[src/rtl/i2c_pair_pkg.sv]
package i2c_pair_pkg;
  typedef enum logic [2:0] {
    ST_IDLE,
    ST_START,
    ST_BIT,
    ST_GAP,
    ST_STOP_A,
    ST_STOP_B,
    ST_STOP_C
  } state_e;

  localparam int unsigned ACK_SLOT  = 8;
  localparam int unsigned LAST_BYTE = 2;
endpackage

[src/rtl/i2c_pair_tick.sv]
module i2c_pair_tick #(
  parameter int unsigned QTR_CYCLES = 4
) (
  input  logic clk_i,
  input  logic rst_ni,
  input  logic clear_i,
  output logic tick_o
);
  localparam int unsigned CW = (QTR_CYCLES > 1) ? $clog2(QTR_CYCLES) : 1;
  localparam logic [CW-1:0] LAST = CW'(QTR_CYCLES - 1);

  logic [CW-1:0] cnt_q;

  assign tick_o = !clear_i && (cnt_q == LAST);

  always_ff @(posedge clk_i or negedge rst_ni) begin
    if (!rst_ni)                cnt_q <= '0;
    else if (clear_i || tick_o) cnt_q <= '0;
    else                        cnt_q <= cnt_q + CW'(1);
  end
endmodule

[src/rtl/i2c_pair_gap.sv]
module i2c_pair_gap #(
  parameter int unsigned GAP_CYCLES = 16
) (
  input  logic clk_i,
  input  logic rst_ni,
  input  logic run_i,
  output logic expired_o
);
  localparam int unsigned CW = $clog2(GAP_CYCLES + 1);
  localparam logic [CW-1:0] LAST = CW'(GAP_CYCLES - 1);

  logic [CW-1:0] cnt_q;

  assign expired_o = run_i && (cnt_q == LAST);

  always_ff @(posedge clk_i or negedge rst_ni) begin
    if (!rst_ni)     cnt_q <= '0;
    else if (!run_i) cnt_q <= '0;
    else             cnt_q <= cnt_q + CW'(1);
  end

  AST_GAP_NOT_EARLY: assert property (@(posedge clk_i) disable iff (!rst_ni)
    (GAP_CYCLES > 1 && $rose(run_i)) |-> !expired_o);
endmodule

[src/rtl/i2c_pair_master.sv]
module i2c_pair_master
  import i2c_pair_pkg::*;
#(
  parameter int unsigned CLK_HZ     = 50_000_000,
  parameter int unsigned QTR_CYCLES = 125,
  parameter int unsigned GAP_CYCLES = (CLK_HZ / 1_000_000) * 15
) (
  input  logic        clk_i,
  input  logic        rst_ni,
  input  logic        start_i,
  input  logic        rnw_i,
  input  logic [6:0]  addr_i,
  input  logic [15:0] wdata_i,
  input  logic        sda_i,
  output logic        scl_oe_o,
  output logic        sda_oe_o,
  output logic [15:0] rdata_o,
  output logic        busy_o,
  output logic        done_o,
  output logic        nack_o
);
  localparam logic [3:0] ACK_BIT  = 4'(ACK_SLOT);
  localparam logic [1:0] LAST_BY  = 2'(LAST_BYTE);

  state_e      state_q;
  logic [1:0]  phase_q, byte_q;
  logic [3:0]  bit_q;
  logic [7:0]  tx_q, tx_nxt;
  logic [6:0]  addr_q;
  logic        rnw_q, anack_q;
  logic [15:0] wdata_q, rx_q;
  logic        scl_oe_q, sda_oe_q, done_q, err_q;
  logic        tick, gap_done;

  i2c_pair_tick #(.QTR_CYCLES(QTR_CYCLES)) u_tick (
    .clk_i   (clk_i),
    .rst_ni  (rst_ni),
    .clear_i (state_q == ST_IDLE || state_q == ST_GAP),
    .tick_o  (tick)
  );

  i2c_pair_gap #(.GAP_CYCLES(GAP_CYCLES)) u_gap (
    .clk_i     (clk_i),
    .rst_ni    (rst_ni),
    .run_i     (state_q == ST_GAP),
    .expired_o (gap_done)
  );

  // pull-low request for a given slot; read data bits and final NACK release the line
  function automatic logic sda_drive(logic [1:0] by, logic [3:0] bi, logic msb, logic rd);
    if (bi == ACK_BIT) return rd && (by == 2'd1);
    return !(rd && by != 2'd0) && !msb;
  endfunction

  assign tx_nxt = (byte_q == 2'd0) ? wdata_q[15:8] : wdata_q[7:0];

  always_ff @(posedge clk_i or negedge rst_ni) begin
    if (!rst_ni) begin
      state_q  <= ST_IDLE;
      phase_q  <= '0;
      bit_q    <= '0;
      byte_q   <= '0;
      tx_q     <= '0;
      addr_q   <= '0;
      rnw_q    <= 1'b0;
      wdata_q  <= '0;
      rx_q     <= '0;
      anack_q  <= 1'b0;
      scl_oe_q <= 1'b0;
      sda_oe_q <= 1'b0;
      done_q   <= 1'b0;
      err_q    <= 1'b0;
    end else begin
      done_q <= 1'b0;
      err_q  <= 1'b0;
      case (state_q)
        ST_IDLE: if (start_i) begin
          addr_q   <= addr_i;
          rnw_q    <= rnw_i;
          wdata_q  <= wdata_i;
          anack_q  <= 1'b0;
          rx_q     <= '0;
          sda_oe_q <= 1'b1;             // START: SDA falls, SCL high
          phase_q  <= '0;
          state_q  <= ST_START;
        end
        ST_START: if (tick) begin
          if (phase_q == 2'd0) begin
            scl_oe_q <= 1'b1;
            phase_q  <= 2'd1;
          end else begin
            state_q  <= ST_BIT;
            phase_q  <= '0;
            bit_q    <= '0;
            byte_q   <= '0;
            tx_q     <= {addr_q, rnw_q};
            sda_oe_q <= sda_drive(2'd0, 4'd0, addr_q[6], rnw_q);
          end
        end
        ST_BIT: if (tick) begin
          case (phase_q)
            2'd0: begin
              scl_oe_q <= 1'b0;
              phase_q  <= 2'd1;
            end
            2'd1: phase_q <= 2'd2;
            2'd2: begin
              if (bit_q == ACK_BIT) begin
                if (byte_q == 2'd0) anack_q <= sda_i;
              end else begin
                tx_q <= {tx_q[6:0], 1'b0};
                if (rnw_q && byte_q != 2'd0) rx_q <= {rx_q[14:0], sda_i};
              end
              scl_oe_q <= 1'b1;
              phase_q  <= 2'd3;
            end
            default: begin
              if (bit_q == ACK_BIT) begin
                state_q <= ST_GAP;
              end else begin
                bit_q    <= bit_q + 4'd1;
                phase_q  <= '0;
                sda_oe_q <= sda_drive(byte_q, bit_q + 4'd1, tx_q[7], rnw_q);
              end
            end
          endcase
        end
        ST_GAP: if (gap_done) begin
          if (anack_q || byte_q == LAST_BY) begin
            sda_oe_q <= 1'b1;           // SDA low under SCL low before STOP
            state_q  <= ST_STOP_A;
          end else begin
            byte_q   <= byte_q + 2'd1;
            bit_q    <= '0;
            phase_q  <= '0;
            tx_q     <= tx_nxt;
            sda_oe_q <= sda_drive(byte_q + 2'd1, 4'd0, tx_nxt[7], rnw_q);
            state_q  <= ST_BIT;
          end
        end
        ST_STOP_A: if (tick) begin
          scl_oe_q <= 1'b0;
          state_q  <= ST_STOP_B;
        end
        ST_STOP_B: if (tick) begin
          sda_oe_q <= 1'b0;             // STOP: SDA rises, SCL high
          state_q  <= ST_STOP_C;
        end
        ST_STOP_C: if (tick) begin
          state_q <= ST_IDLE;
          done_q  <= 1'b1;
          err_q   <= anack_q;
        end
        default: state_q <= ST_IDLE;
      endcase
    end
  end

  assign scl_oe_o = scl_oe_q;
  assign sda_oe_o = sda_oe_q;
  assign rdata_o  = rx_q;
  assign busy_o   = (state_q != ST_IDLE);
  assign done_o   = done_q;
  assign nack_o   = err_q;

  AST_CMD_HOLD: assert property (@(posedge clk_i) disable iff (!rst_ni)
    (busy_o && start_i) |=> ($stable(addr_q) && $stable(rnw_q) && $stable(wdata_q)));
  AST_GAP_QUIET: assert property (@(posedge clk_i) disable iff (!rst_ni)
    (state_q == ST_GAP && $past(state_q) == ST_GAP) |-> ($stable(scl_oe_q) && $stable(sda_oe_q)));
  AST_SDA_SCL_HIGH: assert property (@(posedge clk_i) disable iff (!rst_ni)
    (!scl_oe_q && !$past(scl_oe_q) && (sda_oe_q != $past(sda_oe_q)))
      |-> (state_q == ST_START || state_q == ST_STOP_C));
  AST_NACK_WITH_DONE: assert property (@(posedge clk_i) disable iff (!rst_ni)
    nack_o |-> done_o);
  AST_DONE_IDLE: assert property (@(posedge clk_i) disable iff (!rst_ni)
    done_o |-> !busy_o);
  AST_DONE_PULSE: assert property (@(posedge clk_i) disable iff (!rst_ni)
    done_o |=> !done_o);
endmodule

[config.mk]
export PLATFORM = sky130hd
export DESIGN_NAME = i2c_pair_master
export DESIGN_NICKNAME = d
export VERILOG_FILES = /design/src/rtl/i2c_pair_pkg.sv /design/src/rtl/i2c_pair_tick.sv /design/src/rtl/i2c_pair_gap.sv /design/src/rtl/i2c_pair_master.sv
export SDC_FILE = /design/constraint.sdc
export NUM_CORES = 1
export LEC_CHECK = 0
export ABC_AREA = 1
export BUFFER_PORTS_ARGS = -buffer_cell sky130_fd_sc_hd__buf_2
export CAP_MARGIN = 20
export CORE_MARGIN = 4
export CORE_UTILIZATION = 25
export DETAILED_ROUTE_END_ITERATION = 12
export GPL_TIMING_DRIVEN = 0
export PLACE_DENSITY = 0.42
export SETUP_SLACK_MARGIN = 0.4
export SLEW_MARGIN = 20
export SYNTH_ARGS = -nofsm -noshare
export SYNTH_HDL_FRONTEND = slang
export SYNTH_SLANG_ARGS = --single-unit
export TNS_END_PERCENT = 20
[constraint.sdc]
create_clock -name clk_i -period 1.8 [get_ports clk_i]
set_input_delay 0.27 -clock clk_i [delete_from_list [all_inputs] [get_ports clk_i]]
set_output_delay 0.27 -clock clk_i [all_outputs]
set_load 0.005 [all_outputs]
==> metrics.cfg <==
[setup_path]
crit_type = flip-flop to flip-flop
startpoint = state_q[2]
startpoint_type = flip-flop
required_ns = 2.04
end_kind = flip-flop
crit_path_max_fanout = 10
r2r-start = state_q[2]
crit_arrival_ns = 1.93

[die]
core_um2 = 17300
io_pins = 49
fp-row-count = 48
die_x_um = 141
start_util_pct = 25.4
die_area_um2 = 19800
die_h_um = 141

[placed_design]
place_hpwl_um = 7780
port_buffers = 48
gp_congestion = 0.774
place_ws_ns = -0.0228
dp.cells = 786

[clocking]
clock_path_buffers = 2
cts_buffers = 9
worstSkewPairLatency_ns = 0.34
htreeDepth = 3
clkTransAtPathRegs_ns = 0.06
cts_sinks = 81
cts_tree = yes
cts_root_buf = clkbuf_16

[logic_synthesis]
synthArstFlopShare_pct = 100
synth-seq-area-share_pct = 46.0
yosysUniqueCellTypes = 38
yosys_warnings = 0
yosys-top-cells-area = dfrtp_1 46%, nand2_1 12%, ha_1 4.0%
netlist_area_um2 = 4400
yosys_most_used_dff = dfrtp_1
synthDominantCellAreaShare_pct = 46.0
synth_nets = 554
synth.ff_latch_count = 81
synth_top_cell_by_area = dfrtp_1
synth_edf_count = 0
syn_inst = 512
avgSynthCellArea_um2 = 8.60

[power_and_ir_drop]
power.density_nw_per_um2 = 1850
p_leak_nw = 2.79
ir_worst_vdd_mv = 0.676

[final_layout]
fin_cells = 829
drive_gt1_share_pct = 31.6
num_antenna_cells = 0
fillers = 1859
syn2layout_area_growth_pct = 28.8
nets = 641

[grt]
grt_pass1_vias = 3693
grt_max_degree = 45
antenna_found_initial = 0
grt_pass1_wl_um = 18200
grt.overflow.total = 0
grt_usage_pct = 11.3

[routing]
dr.pass1.iters = 4
dr_wl_met2_um = 5040
met3_length_um = 439
viasPerCell = 4.43
top_layer_used = met4
wl_met1_um = 5140
vias = 3670
ant_nets = 0
drc = 0
drt-total-wl_um = 10700
post_drt_wl_per_cell_um = 13.0
drt-initial-drc-count = 169

[timing]
finalClockSkew_ns = 0.00692
rsz0062_at_grt = yes
fin_crit_sh_pct = 93.8
slew_viol_final = 0
hold_viol_final = 0
max_freq_ghz = 0.592
worst_pin_slew_ns = 0.537
finalWorstSetupSlack_ns = 0.112
slew_headroom_pct = 64.2
post-route-min-period_ns = 1.69
setup_viol_count_final = 0

[min_path]
worstHoldPathType = input pin to flip-flop
min_from = addr_i[2]

[outcome]
status = complete, no violations

[run]
cap_violations = 0

[cell usage in the layout, fill, tap and decap left out, drive strengths merged, types with 2 or more instances in the layout]
master and n:
nand2 147, buf 90, dfrtp 81, nor2 50
o21ai 48, nand3 45, inv 44, a21oi 21
mux2 15, ha 14, clkbuf 11, nand4 7
nor3 6, o211ai 4, clkinv 4, nand3b 3
or2 3, nor3b 2, clkinvlp 2
[worst max-delay path, cell delays in order, from the launching register on]
cell and delay [ns]:
dfrtp_1 0.37, buf_6 0.16, inv_4 0.07, nand2_4 0.10, nor2_8 0.18, o21ai_2 0.08, buf_4 0.14, nand2_4 0.11
nor2_8 0.07, buf_4 0.13, o21a_1 0.15
[layout make-up]
class,instances,area [um^2],share of cell area (%)
multi-input combinational,370,2220,39.1
inverter,45,186,3.29
timing repair buffer,76,509,8.98
buffer,16,153,2.69
clock buffer,10,229,4.04
sequential,81,2030,35.8
tap,225,282,4.96
clock inverter,6,67.6,1.19
[where the power goes]
group / leakage, nW / internal (mW) / total, mW / switching, mW
combinational: 1.61 / 2.47 / 5.92 / 3.44
sequential: 1.04 / 2.39 / 2.73 / 0.340
clock: 0.139 / 1.08 / 1.83 / 0.754
total: 2.79 / 5.94 / 10.5 / 4.54
[metrics by stage]
| step | instance area (um^2) | total power [mW] | setup TNS (ns) | hold slack [ns] | util [%] |
|---|---|---|---|---|---|
| floorplan | 4450 | 6.48 | 0 | -0.0256 | - |
| global placement | 4970 | 7.64 | -24.55 | 0.462 | 28.7 |
| detailed placement | 5000 | 7.70 | -0.130 | 0.297 | 28.9 |
| CTS | 5510 | 10.2 | 0 | 0.138 | 31.9 |
| global route | 5670 | 11.4 | 0 | 0.142 | 32.8 |
| finish | 5670 | 10.5 | 0 | 0.158 | 32.8 |
[synth_stat cells, types with 3 or more instances]
cell type	count
mux2_2	15
inv_1	37
nand3b_1	3
nor2_1	41
o211ai_1	4
nand3_2	11
inv_2	5
nand2_1	136
a21oi_1	21
o21ai_1	11
o21ai_2	3
ha_1	14
o21ai_0	34
nand2_2	4
nand4_1	7
nand2_4	6
nand3_1	33
nor2_8	3
buf_4	4
buf_2	9
nor2_2	3
nor2_4	3
dfrtp_1	81
nor3_1	6
[routing by layer]
metal	global-route usage, %	up-vias
li1	-	1850
met1	15.1	1747
met5	0	-
met2	18.0	62
met3	3.15	11
met4	3.37	0
[repair_timing]
action                                  4_1_cts  5_1_grt
endpoints found under the hold margin        37        0
hold buffers                                  1        0
gates resized for setup                      26       13
endpoints found under the setup margin       78       78
setup buffers                                15       10
pin swaps                                    13        6
cloned                                        0        1
[state kept, by name, summed over array words and instances (netlist names)]
register      flops
done_o            1
rnw_q             1
u_tick.cnt_q      7
scl_oe_o          1
nack_o            1
rdata_o          16
anack_q           1
bit_q             4
sda_oe_o          1
phase_q           2
tx_q              8
u_gap.cnt_q      10
addr_q            7
wdata_q          16
state_q           3
byte_q            2
[worst paths after layout]
path,endpoint,slack [ns],depth (start not counted)
worst min register to register,u_gap.cnt_q[6],0.48,1
worst max register to register,rdata_o[0],0.11,10
min in group asynchronous,state_q[2],0.46,2
max in group asynchronous,bit_q[0],0.72,3
worst min-delay path,addr_q[2],0.16,2
worst max-delay path,rdata_o[0],0.11,10
[logic make-up (layout without fill, tap and decap cells)]
| logic type | after synthesis | in the layout | synth area share [%] |
|---|---|---|---|
| AO/OA/AOI/OAI | 77 | 77 | 9.49 |
| adder cells (fa/ha/maj) | 14 | 14 | 3.98 |
| buffers and inverters | 61 | 153 | 6.62 |
| flip-flops | 81 | 81 | 46.0 |
| multiplexers | 15 | 15 | 3.84 |
| AND/OR/NAND/NOR | 264 | 264 | 30.0 |
No activity file was read; power rests on OpenSTA's default activity.
